--- config.mk ---
export PLATFORM = sky130hd
export DESIGN_NAME = xover_panel_ctrl
export DESIGN_NICKNAME = d
export VERILOG_FILES = /design/src/rtl/xpc_pkg.sv /design/src/rtl/xpc_sync_debounce.sv /design/src/rtl/xpc_quad_decoder.sv /design/src/rtl/xpc_relay_seq.sv /design/src/rtl/xover_panel_ctrl.sv
export SDC_FILE = /design/constraint.sdc
export NUM_CORES = 1
export LEC_CHECK = 0
export ABC_AREA = 0
export BUFFER_PORTS_ARGS = -buffer_cell sky130_fd_sc_hd__buf_2
export CORE_AREA = 2 2 113 115
export CTS_BUF_LIST = sky130_fd_sc_hd__clkbuf_8
export CTS_CLUSTER_SIZE = 10
export DETAILED_ROUTE_END_ITERATION = 10
export DIE_AREA = 0 0 115 117
export GPL_ROUTABILITY_DRIVEN = 0
export MAX_ROUTING_LAYER = met4
export PLACE_DENSITY_LB_ADDON = 0.2
export SLEW_MARGIN = 20
export SYNTH_ARGS = -nofsm -noshare
export SYNTH_HDL_FRONTEND = slang
export SYNTH_SLANG_ARGS = --single-unit
--- constraint.sdc ---
create_clock -name clk -period 2.9 [get_ports clk]
set_input_delay 0.145 -clock clk [delete_from_list [all_inputs] [get_ports clk]]
set_output_delay 0.145 -clock clk [all_outputs]
set_load 0.03 [all_outputs]
--- src/rtl/xpc_pkg.sv ---
package xpc_pkg;
   typedef enum logic {
      MODE_SRC  = 1'b0,
      MODE_TRIM = 1'b1
   } xpc_mode_e;

   localparam logic [1:0] ENC_REST = 2'b11;
endpackage

--- src/rtl/xpc_sync_debounce.sv ---
module xpc_sync_debounce #(
   parameter int           N       = 1,
   parameter int           DEB_CYC = 8,
   parameter logic [N-1:0] RST_VAL = '0
) (
   input  logic         clk,
   input  logic         rst_n,
   input  logic [N-1:0] raw,
   output logic [N-1:0] clean
);
   localparam int CNT_W = $clog2(DEB_CYC + 1);
   localparam logic [CNT_W-1:0] CNT_LAST = CNT_W'(DEB_CYC - 1);

   initial begin
      assert (DEB_CYC >= 1) else $error("DEB_CYC must be at least 1");
      assert (N >= 1) else $error("N must be at least 1");
   end

   for (genvar i = 0; i < N; i++) begin : g_bit
      logic             s1_q, s2_q, st_q;
      logic [CNT_W-1:0] cnt_q;

      always_ff @(posedge clk or negedge rst_n) begin
         if (!rst_n) begin
            s1_q  <= RST_VAL[i];
            s2_q  <= RST_VAL[i];
            st_q  <= RST_VAL[i];
            cnt_q <= '0;
         end else begin
            s1_q <= raw[i];
            s2_q <= s1_q;
            if (s2_q == st_q) begin
               cnt_q <= '0;
            end else if (cnt_q == CNT_LAST) begin
               st_q  <= s2_q;
               cnt_q <= '0;
            end else begin
               cnt_q <= cnt_q + 1'b1;
            end
         end
      end
      assign clean[i] = st_q;
   end
endmodule

--- src/rtl/xpc_quad_decoder.sv ---
module xpc_quad_decoder
   import xpc_pkg::*;
(
   input  logic       clk,
   input  logic       rst_n,
   input  logic [1:0] ab,
   output logic       step_up,
   output logic       step_dn
);
   logic [1:0]        prev_q;
   logic signed [3:0] acc_q;
   logic signed [3:0] delta;
   logic signed [3:0] sum;

   always_comb begin
      unique case ({prev_q, ab})
         4'b1101, 4'b0100, 4'b0010, 4'b1011: delta = 4'sd1;
         4'b1110, 4'b1000, 4'b0001, 4'b0111: delta = -4'sd1;
         default:                            delta = 4'sd0;
      endcase
      sum = acc_q + delta;
   end

   always_ff @(posedge clk or negedge rst_n) begin
      if (!rst_n) begin
         prev_q  <= ENC_REST;
         acc_q   <= '0;
         step_up <= 1'b0;
         step_dn <= 1'b0;
      end else begin
         prev_q  <= ab;
         step_up <= 1'b0;
         step_dn <= 1'b0;
         if (ab != prev_q) begin
            if (ab == ENC_REST) begin
               step_up <= (sum == 4'sd4);
               step_dn <= (sum == -4'sd4);
               acc_q   <= '0;
            end else begin
               acc_q <= sum;
            end
         end
      end
   end
endmodule

--- src/rtl/xpc_relay_seq.sv ---
module xpc_relay_seq #(
   parameter int SETTLE_CYC = 1024
) (
   input  logic clk,
   input  logic rst_n,
   input  logic input_valid,
   output logic relay_en
);
   localparam int CNT_W = $clog2(SETTLE_CYC + 1);
   localparam logic [CNT_W-1:0] CNT_DONE = CNT_W'(SETTLE_CYC);

   logic [CNT_W-1:0] cnt_q;

   initial assert (SETTLE_CYC >= 1) else $error("SETTLE_CYC must be at least 1");

   always_ff @(posedge clk or negedge rst_n) begin
      if (!rst_n) begin
         cnt_q <= '0;
      end else if (!input_valid) begin
         cnt_q <= '0;
      end else if (cnt_q != CNT_DONE) begin
         cnt_q <= cnt_q + 1'b1;
      end
   end

   assign relay_en = (cnt_q == CNT_DONE);
endmodule

--- src/rtl/xover_panel_ctrl.sv ---
module xover_panel_ctrl
   import xpc_pkg::*;
#(
   parameter int NUM_SRC    = 4,
   parameter int SRC_W      = (NUM_SRC > 1) ? $clog2(NUM_SRC) : 1,
   parameter int TRIM_W     = 6,
   parameter int TRIM_MIN   = -12,
   parameter int TRIM_MAX   = 12,
   parameter int POT_W      = 8,
   parameter int MUTE_THR   = 0,
   parameter int DEB_CYC    = 1000,
   parameter int IDLE_CYC   = 500000,
   parameter int SETTLE_CYC = 1000000
) (
   input  logic                     clk,
   input  logic                     rst_n,
   input  logic                     enc_a,
   input  logic                     enc_b,
   input  logic                     enc_btn,
   input  logic [SRC_W-1:0]         saved_src,
   input  logic [POT_W-1:0]         pot_value,
   input  logic                     pot_valid,
   input  logic                     input_valid,
   input  logic [1:0]               rate_code,
   output logic [SRC_W-1:0]         src_sel,
   output logic signed [TRIM_W-1:0] trim_lvl,
   output logic                     trim_mode,
   output logic [POT_W-1:0]         vol_lvl,
   output logic                     mute,
   output logic                     relay_en,
   output logic [1:0]               disp_rate
);
   localparam logic [SRC_W-1:0]         SRC_LAST = SRC_W'(NUM_SRC - 1);
   localparam logic signed [TRIM_W-1:0] T_MAX    = TRIM_W'(TRIM_MAX);
   localparam logic signed [TRIM_W-1:0] T_MIN    = TRIM_W'(TRIM_MIN);
   localparam logic [POT_W-1:0]         MUTE_V   = POT_W'(MUTE_THR);
   localparam int                       IDLE_W   = $clog2(IDLE_CYC + 1);
   localparam logic [IDLE_W-1:0]        IDLE_END = IDLE_W'(IDLE_CYC - 1);

   initial begin
      assert (NUM_SRC >= 2 && NUM_SRC <= 2**SRC_W) else $error("bad NUM_SRC/SRC_W");
      assert (TRIM_MIN <= 0 && TRIM_MAX >= 0) else $error("trim range must contain 0");
      assert (TRIM_MAX < 2**(TRIM_W-1) && TRIM_MIN >= -(2**(TRIM_W-1)))
         else $error("trim limits exceed TRIM_W");
      assert (MUTE_THR >= 0 && MUTE_THR < 2**POT_W) else $error("bad MUTE_THR");
      assert (IDLE_CYC >= 2) else $error("IDLE_CYC must be at least 2");
   end

   logic [1:0] enc_clean;
   logic       btn_clean, btn_q, press;
   logic       step_up, step_dn;
   logic       loaded_q;
   logic [SRC_W-1:0]  restore;
   logic [IDLE_W-1:0] idle_q;
   xpc_mode_e         mode_q;

   xpc_sync_debounce #(.N(3), .DEB_CYC(DEB_CYC), .RST_VAL(3'b110)) i_deb (
      .clk(clk), .rst_n(rst_n),
      .raw({enc_a, enc_b, enc_btn}),
      .clean({enc_clean, btn_clean})
   );

   xpc_quad_decoder i_quad (
      .clk(clk), .rst_n(rst_n), .ab(enc_clean),
      .step_up(step_up), .step_dn(step_dn)
   );

   xpc_relay_seq #(.SETTLE_CYC(SETTLE_CYC)) i_relay (
      .clk(clk), .rst_n(rst_n), .input_valid(input_valid), .relay_en(relay_en)
   );

   if (NUM_SRC == 2**SRC_W) begin : g_restore_full
      assign restore = saved_src;
   end else begin : g_restore_range
      assign restore = (saved_src <= SRC_LAST) ? saved_src : '0;
   end

   assign press = btn_clean & ~btn_q;

   always_ff @(posedge clk or negedge rst_n) begin
      if (!rst_n) begin
         btn_q    <= 1'b0;
         loaded_q <= 1'b0;
         src_sel  <= '0;
         trim_lvl <= '0;
         mode_q   <= MODE_SRC;
         idle_q   <= '0;
      end else begin
         btn_q    <= btn_clean;
         loaded_q <= 1'b1;
         if (!loaded_q) begin
            src_sel <= restore;
         end else begin
            if (press) begin
               mode_q <= (mode_q == MODE_SRC) ? MODE_TRIM : MODE_SRC;
               idle_q <= '0;
            end else if (mode_q == MODE_TRIM) begin
               if (step_up || step_dn) begin
                  idle_q <= '0;
               end else if (idle_q == IDLE_END) begin
                  mode_q <= MODE_SRC;
                  idle_q <= '0;
               end else begin
                  idle_q <= idle_q + 1'b1;
               end
            end
            if (mode_q == MODE_SRC) begin
               if (step_up)
                  src_sel <= (src_sel == SRC_LAST) ? '0 : src_sel + 1'b1;
               else if (step_dn)
                  src_sel <= (src_sel == '0) ? SRC_LAST : src_sel - 1'b1;
            end else begin
               if (step_up && trim_lvl < T_MAX)
                  trim_lvl <= trim_lvl + 1'b1;
               else if (step_dn && trim_lvl > T_MIN)
                  trim_lvl <= trim_lvl - 1'b1;
            end
         end
      end
   end

   always_ff @(posedge clk or negedge rst_n) begin
      if (!rst_n) begin
         vol_lvl   <= '0;
         mute      <= 1'b1;
         disp_rate <= 2'd0;
      end else begin
         disp_rate <= input_valid ? rate_code : 2'd0;
         if (pot_valid) begin
            if (pot_value <= MUTE_V) begin
               mute    <= 1'b1;
               vol_lvl <= '0;
            end else begin
               mute    <= 1'b0;
               vol_lvl <= pot_value;
            end
         end
      end
   end

   assign trim_mode = (mode_q == MODE_TRIM);
endmodule

==> run_results.csv, run 1 <==
group,metric,value,unit
sta,tightest_slew,0.7585,ns
floorplanning,fp-row-count,41,
floorplanning,fp.dieW,115,um
clocking,clock_sinks,108,
floorplanning,core-area,0.01231,sq mm
synth,ys_warn_count,0,
worst_setup_path,slowest_delay,0.61,ns
finish,diodes,0,
worst_hold_path,hold_class,"input pin to flip-flop",
sta,setup_viol,0,
place,placed_cells,703,
sta,max_freq,391.0,MHz
finish,fillCellCount,1141,
finish,num-nets-final,616,
clocking,ctsRootBufferMaster,"clkbuf_8",
sta,post-route-period-util,88.20,%
power_and_ir_drop,p_leak,2.711,nW
worst_setup_path,critical_path.cell_chain,"inv_1 -> ha_1 -> mux4_2 -> ha_1 -> a21oi_1 -> nand2_1 -> xnor3_1 -> o21ai_0 -> o21a_1",
floorplanning,io_pins,40,
worst_setup_path,worst_r2r_endpoint,"i_quad.acc_q[3]",
power_and_ir_drop,power_density,435.4,mW/mm^2
synth,ys_ff_latch,108,
worst_setup_path,slowest_stage,"dfstp_2",
synth,synth_ff_type,"dfrtp_1",
sta,slew_headroom,49.43,%
finish,drive_gt1_share,16.47,%
detailed_routing,final_antenna_net_count,0,
detailed_routing,viasPerCell,5.303,
worst_setup_path,reg2regPathDepth,9,
clocking,cts_tree,"yes",
clocking,clkSlewWorstSetupHoldPaths,0.10,ns
floorplanning,start_util,44.07,%
worst_setup_path,cp.arrival,2.88,ns
synth,synth-edff-count,0,
sta,clock_skew,0.007934,ns
detailed_routing,route.detailed.wl_per_inst,13.42,um
clocking,clock_latency,0.38,ns
sta,rsz0062_at_grt,"no",
finish,syn_to_final_growth,13.08,%
detailed_routing,vias,3887,
global_routing,grt_max_degree,62,
worst_setup_path,cpMostUsedCell,"ha_1",
global_routing,grt_pass1_vias,3789,
status,status,"finished clean",
clocking,cts_buffers,9,
synth,syn_nets,556,
synth,syn_inst,518,
finish,fin_cells,733,
worst_hold_path,min_path_cells,3,
global_routing,grt.total_usage,16.86,%
detailed_routing,drc,0,
worst_setup_path,ff2ff_setup_slack,0.34,ns
sta,fin_tns_setup,0,ns
synth,synth_cell_type_count,55,
synth,ys_async_sr_fraction,100.0,%
worst_setup_path,required,3.23,ns
synth,syn_area,0.005425,sq mm
detailed_routing,routed_wl,9835,um
worst_setup_path,cp-end-kind,"flip-flop",
clocking,cts_buffer_depth,2,
worst_setup_path,crit_path_start_kind,"flip-flop",
sta,drv_slew,0,
clocking,htreeDepth,3,
worst_hold_path,worstHoldEndpoint,"src_sel[0]",
sta,period_needed,2.558,ns
sta,hold_viol_final,0,
worst_hold_path,hp-start,"saved_src[0]",
synth,syn_avg_cell_area,10.47,sq um
power_and_ir_drop,ir_worst_vdd,0.4308,mV
job,drv_cap,0,
detailed_routing,first_iter_violations,168,
global_routing,grt_pass1_wl,17620,um
floorplanning,die_area,0.01346,sq mm
global_routing,overflow,0,
worst_setup_path,rr_startpoint,"i_deb.g_bit[2].st_q",
floorplanning,dieHeight,117,um
worst_setup_path,crit_fanout,7,
worst_setup_path,worstSetupPathType,"flip-flop to flip-flop",
clocking,cts_setup_buffers,0,
synth,synth-seq-area-share,50.02,%
detailed_routing,detail_route.first_pass.iterations,4,
place,portBuffers,39,
global_routing,antenna_found_initial,0,
place,place_hpwl,7010,um
## worst max-delay path: cells and delay by family (launching register included)
family          cells  cell delay (ns)
buf+inv             1             0.08
simple gates        1             0.08
xor+xnor            1             0.21
compound gates      3             0.44
mux                 1             0.53
flops               1             0.61
fa+ha+maj           2             0.55
## worst max path at each step
stage | startpoint | to
after floorplan | trim_lvl[2] | trim_lvl[5]
after global placement | i_deb.g_bit[2].st_q | i_quad.acc_q[3]
after detailed placement | i_deb.g_bit[2].st_q | i_quad.acc_q[3]
after CTS | i_deb.g_bit[2].st_q | i_quad.acc_q[3]
after global routing | i_deb.g_bit[2].st_q | i_quad.acc_q[2]
final | i_deb.g_bit[2].st_q | i_quad.acc_q[3]
## state kept, by name, summed over array words and instances, names as in the netlist, 2 cells and up
register and cells:
src_sel 2, disp_rate 2, trim_lvl 6, idle_q 19, i_quad.acc_q 4, vol_lvl 8
i_deb.g_bit.s2_q 3, i_deb.g_bit.cnt_q 30, i_relay.cnt_q 20, i_deb.g_bit.s1_q 3, i_deb.g_bit.st_q 3, i_quad.prev_q 2
## repair_timing
item | CTS | global route
hold buffers | 13 | 1
endpoints found under the hold margin | 68 | 1
resized for setup | 0 | 0
setup endpoints to repair | 0 | 0
## synthesized netlist by cell type (3+ instances only)
library cell | count | area (sq um)
o21a_1 | 4 | 30.03
clkbuf_1 | 6 | 22.52
nand4_1 | 13 | 81.33
dfrtp_1 | 99 | 2477
dfstp_2 | 9 | 236.5
and4_1 | 5 | 43.79
buf_6 | 3 | 33.78
or4_1 | 6 | 45.04
mux2_2 | 16 | 180.2
ha_1 | 17 | 212.7
nand3b_1 | 3 | 22.52
a21oi_1 | 19 | 95.09
o21ai_0 | 17 | 85.08
nor4_1 | 7 | 43.79
nand2_1 | 41 | 153.9
and3_1 | 14 | 87.58
and2_1 | 20 | 125.1
a31oi_1 | 6 | 37.54
nor2b_1 | 5 | 31.28
xnor2_1 | 42 | 367.9
nand3_1 | 35 | 175.2
nor3_1 | 9 | 45.04
inv_1 | 17 | 63.81
a21oi_2 | 3 | 26.28
xor2_1 | 14 | 122.6
nor2_1 | 47 | 176.4
or3_1 | 8 | 50.05
## placed cells by master (no fill, tap or decap), types with 10 or more instances in the layout
cell,Yosys,layout
dfrtp_1,99,99
nor2_1,47,47
xnor2_1,42,42
nand2_1,41,41
buf_2,0,38
nand3_1,35,35
and2_1,20,20
a21oi_1,19,19
inv_1,17,18
o21ai_0,17,17
ha_1,17,17
mux2_2,16,16
and3_1,14,14
xor2_1,14,14
dlygate4sd3_1,0,14
nand4_1,13,13
clkbuf_8,0,10
## per-layer routing
| metal | global-route usage, % | wire (um) |
|---|---|---|
| met4 | 4.578 | 99 |
| met3 | 4.840 | 328 |
| met2 | 26.43 | 4642 |
| met5 | - | 0 |
| met1 | 21.60 | 4765 |
## metrics by stage
step	area, sq um	power (mW)	util [%]	setup WS [ns]	hold slack, ns
final	6135	2.671	49.83	0.3423	0.02342
after detailed placement	5792	1.754	47.04	0.3591	0.2543
after floorplan	5425	1.675	-	0.3981	-0.1506
after CTS	6125	2.723	49.75	0.3339	0.0001244
after global routing	6135	2.807	49.83	0.1992	0.003550
after global placement	5792	1.748	47.04	0.4425	0.2540
## area by class of cell
class	instances	area, sq um	area share, %
flip-flops and latches	108	2714	44.24
multi-input cells	384	2591	42.24
repair buffers	58	375.4	6.119
well taps	150	187.7	3.059
clock buffers	10	137.6	2.244
clock inverters	6	65.06	1.061
inverters	17	63.81	1.040
## logic make-up (layout without fill, tap and decap cells)
group | count (synthesis) | count (layout) | synth area share [%]
simple gates | 227 | 227 | 22.51
flops | 108 | 108 | 50.02
compound gates | 62 | 62 | 7.149
xor+xnor | 57 | 57 | 9.456
buf+inv | 26 | 91 | 2.214
fa+ha+maj | 19 | 19 | 4.659
mux | 18 | 18 | 3.921
other cells | 1 | 1 | 0.06912
## report_power, final
| part | total [mW] | switching [mW] | internal [mW] |
|---|---|---|---|
| Combinational | 0.169 | 0.103 | 0.0662 |
| Sequential | 1.56 | 0.0240 | 1.54 |
| Clock | 0.937 | 0.513 | 0.424 |
| Total | 2.67 | 0.640 | 2.03 |
Power figures use the tool's default switching activity.
==> inputs of run 2 (changes only) <==
--- a/config.mk
+++ b/config.mk
@@ -6,12 +6,12 @@
 export NUM_CORES = 1
 export LEC_CHECK = 0
 export ABC_AREA = 0
-export BUFFER_PORTS_ARGS = -buffer_cell sky130_fd_sc_hd__buf_2
 export CORE_AREA = 2 2 113 115
 export CTS_BUF_LIST = sky130_fd_sc_hd__clkbuf_8
 export CTS_CLUSTER_SIZE = 10
 export DETAILED_ROUTE_END_ITERATION = 10
 export DIE_AREA = 0 0 115 117
+export DONT_BUFFER_PORTS = 1
 export GPL_ROUTABILITY_DRIVEN = 0
 export MAX_ROUTING_LAYER = met4
 export PLACE_DENSITY_LB_ADDON = 0.2
==> run 2 against run 1 <==
Clock skew grew 0.0018 ns. Via count shrank 2.9%. Largest cell class unchanged. Final cell count shrank 4.4%. Combinational power shrank 33%. Register-to-register slack lost 0.05 ns. Sequential cell count is the same. Largest power group unchanged. Worst setup slack lost 0.052 ns. Clock power grew 8%. Die area is the same. Core utilization shrank 0.77 points.
==> run_results.csv, run 2 (synthesized netlist as in run 1, its figures left out) <==
group,metric,value,unit
clocking,cts_buffers,9,
worst_setup_path,slowest_delay,0.52,ns
finish,drive_gt1_share,10.89,%
worst_setup_path,cp.arrival,2.91,ns
clocking,clkSlewWorstSetupHoldPaths,0.10,ns
sta,slew_headroom,48.97,%
finish,syn_to_final_growth,11.32,%
sta,hold_viol_final,0,
finish,regMostFlops,"i_deb.g_bit.cnt_q",
detailed_routing,detail_route.first_pass.iterations,4,
worst_setup_path,crit_fanout,6,
clocking,cts-hold-fix-buffers,20,
worst_setup_path,cp_num_buf_inv,1,
worst_setup_path,required,3.20,ns
floorplanning,die_area,0.01346,sq mm
job,drv_cap,0,
sta,max_freq,383.2,MHz
detailed_routing,route.detailed.wl_per_inst,14.03,um
clocking,htreeDepth,3,
global_routing,grt_max_degree,109,
finish,num-nets-final,584,
clocking,clock_latency,0.38,ns
floorplanning,io_pins,40,
sta,period_needed,2.610,ns
detailed_routing,viasPerCell,5.384,
finish,diodes,0,
worst_setup_path,slowest_stage,"dfrtp_1",
worst_setup_path,crit_path_start_kind,"flip-flop",
detailed_routing,drc,0,
power_and_ir_drop,ir_worst_vdd,0.2841,mV
floorplanning,dieHeight,117,um
worst_setup_path,cp-end-kind,"flip-flop",
power_and_ir_drop,p_leak,2.596,nW
sta,drv_slew,0,
finish,final_cell_mix,"99 x dfrtp_1, 47 x nor2_1, 42 x xnor2_1",
clocking,cts_buffer_depth,2,
floorplanning,start_util,44.07,%
finish,fin_area,0.006040,sq mm
worst_setup_path,critical_path.cell_chain,"o21a_1 -> inv_1 -> ha_1 -> and3_1 -> a221o_1 -> or4_1 -> a21oi_1 -> xnor2_1",
clocking,ctsRootBufferMaster,"clkbuf_8",
clocking,cts_resized,0,
clocking,cts_tree,"yes",
clocking,clock_sinks,108,
finish,final_util,49.05,%
sta,setup_viol,0,
floorplanning,fp-row-count,41,
worst_hold_path,hold_class,"input pin to flip-flop",
clocking,cts_setup_buffers,0,
global_routing,grt.total_usage,16.59,%
place,place_area,0.005602,sq mm
sta,rsz0062_at_grt,"no",
sta,post-route-period-util,89.99,%
global_routing,grt_pass1_vias,3833,
global_routing,antenna_found_initial,0,
finish,mostFrequentLayoutCell,"dfrtp_1",
sta,tightest_slew,0.7654,ns
floorplanning,fp.dieW,115,um
sta,clock_skew,0.009759,ns
detailed_routing,routed_wl,9835,um
place,place_hpwl,6723,um
worst_setup_path,cpLargestDelayFamily,"compound AO/OA/AOI/OAI gates",
power_and_ir_drop,power_density,450.2,mW/mm^2
worst_setup_path,worstSetupPathType,"flip-flop to flip-flop",
finish,largest_reg_flops,30,
sta,fin_tns_setup,0,ns
finish,reg_top3,"i_deb.g_bit.cnt_q: 30 flops, i_relay.cnt_q: 20 flops, idle_q: 19 flops",
floorplanning,core-area,0.01231,sq mm
global_routing,grt_pass1_wl,17390,um
detailed_routing,final_antenna_net_count,0,
detailed_routing,vias,3774,
place,portBuffers,0,
global_routing,overflow,0,
detailed_routing,first_iter_violations,121,
status,status,"finished clean",
## run 2: cell types whose count changed in the layout (fill, tap and decap cells not counted), sizes merged
cell	delta
buf	-37
clkinv	+2
bufinv	+1
clkinvlp	-2
clkbuf	-1
dlygate4sd3	+5
## run 2: per-stage QoR
stage | total power [mW] | worst slack, ns | hold slack (ns) | cells
after floorplan | 1.675 | 0.3981 | -0.1506 | 518
after global placement | 1.684 | 0.4479 | -0.1481 | 665
after detailed placement | 1.687 | 0.3417 | -0.1477 | 665
after CTS | 2.771 | 0.3190 | 0.2764 | 701
after global routing | 2.837 | 0.1270 | 0.2875 | 701
final | 2.719 | 0.2902 | 0.2998 | 701
## run 2: path summary, 6_finish.rpt
path                                     start  cells after the start  slack [ns]                   to
max in group asynchronous                rst_n                      2        2.09                 mute
hold reg to reg            i_deb.g_bit[1].s1_q                      0        0.36  i_deb.g_bit[1].s2_q
hold / removal                           enc_b                      1        0.30  i_deb.g_bit[1].s1_q
min in group asynchronous                rst_n                      2        0.37            idle_q[4]
setup reg to reg                   trim_lvl[5]                      8        0.29          trim_lvl[5]
setup / recovery                   trim_lvl[5]                      8        0.29          trim_lvl[5]
## run 2: layer usage
layer	global-route usage, %	wire (um)
met1	19.99	4418
met2	27.41	4920
met3	3.759	311
met4	6.265	185
met5	-	0
## run 2: area by class of cell
type | count | area [sq um]
fill | 1152 | 6272
multi-input combinational | 384 | 2591
tap | 150 | 187.7
clock buffer | 9 | 123.9
inverter | 17 | 63.81
sequential | 108 | 2714
clock inverter | 7 | 96.34
timing repair buffer | 26 | 262.8
## run 2: power by group
group          switching [mW]  leakage, nW  total [mW]  internal (mW)
sequential             0.0591         1.43        1.60           1.54
combinational          0.0618         1.05       0.114         0.0522
clock                   0.514        0.114        1.01          0.491
total                   0.635         2.60        2.72           2.08
## run 2: worst register-to-register path, delay by kind of cell, from the launching register on
| kind | cells | cell delay [ns] |
|---|---|---|
| compound gates | 3 | 0.78 |
| simple gates | 2 | 0.63 |
| flops | 1 | 0.52 |
| fa+ha+maj | 1 | 0.31 |
| buf+inv | 1 | 0.17 |
| xor+xnor | 1 | 0.13 |
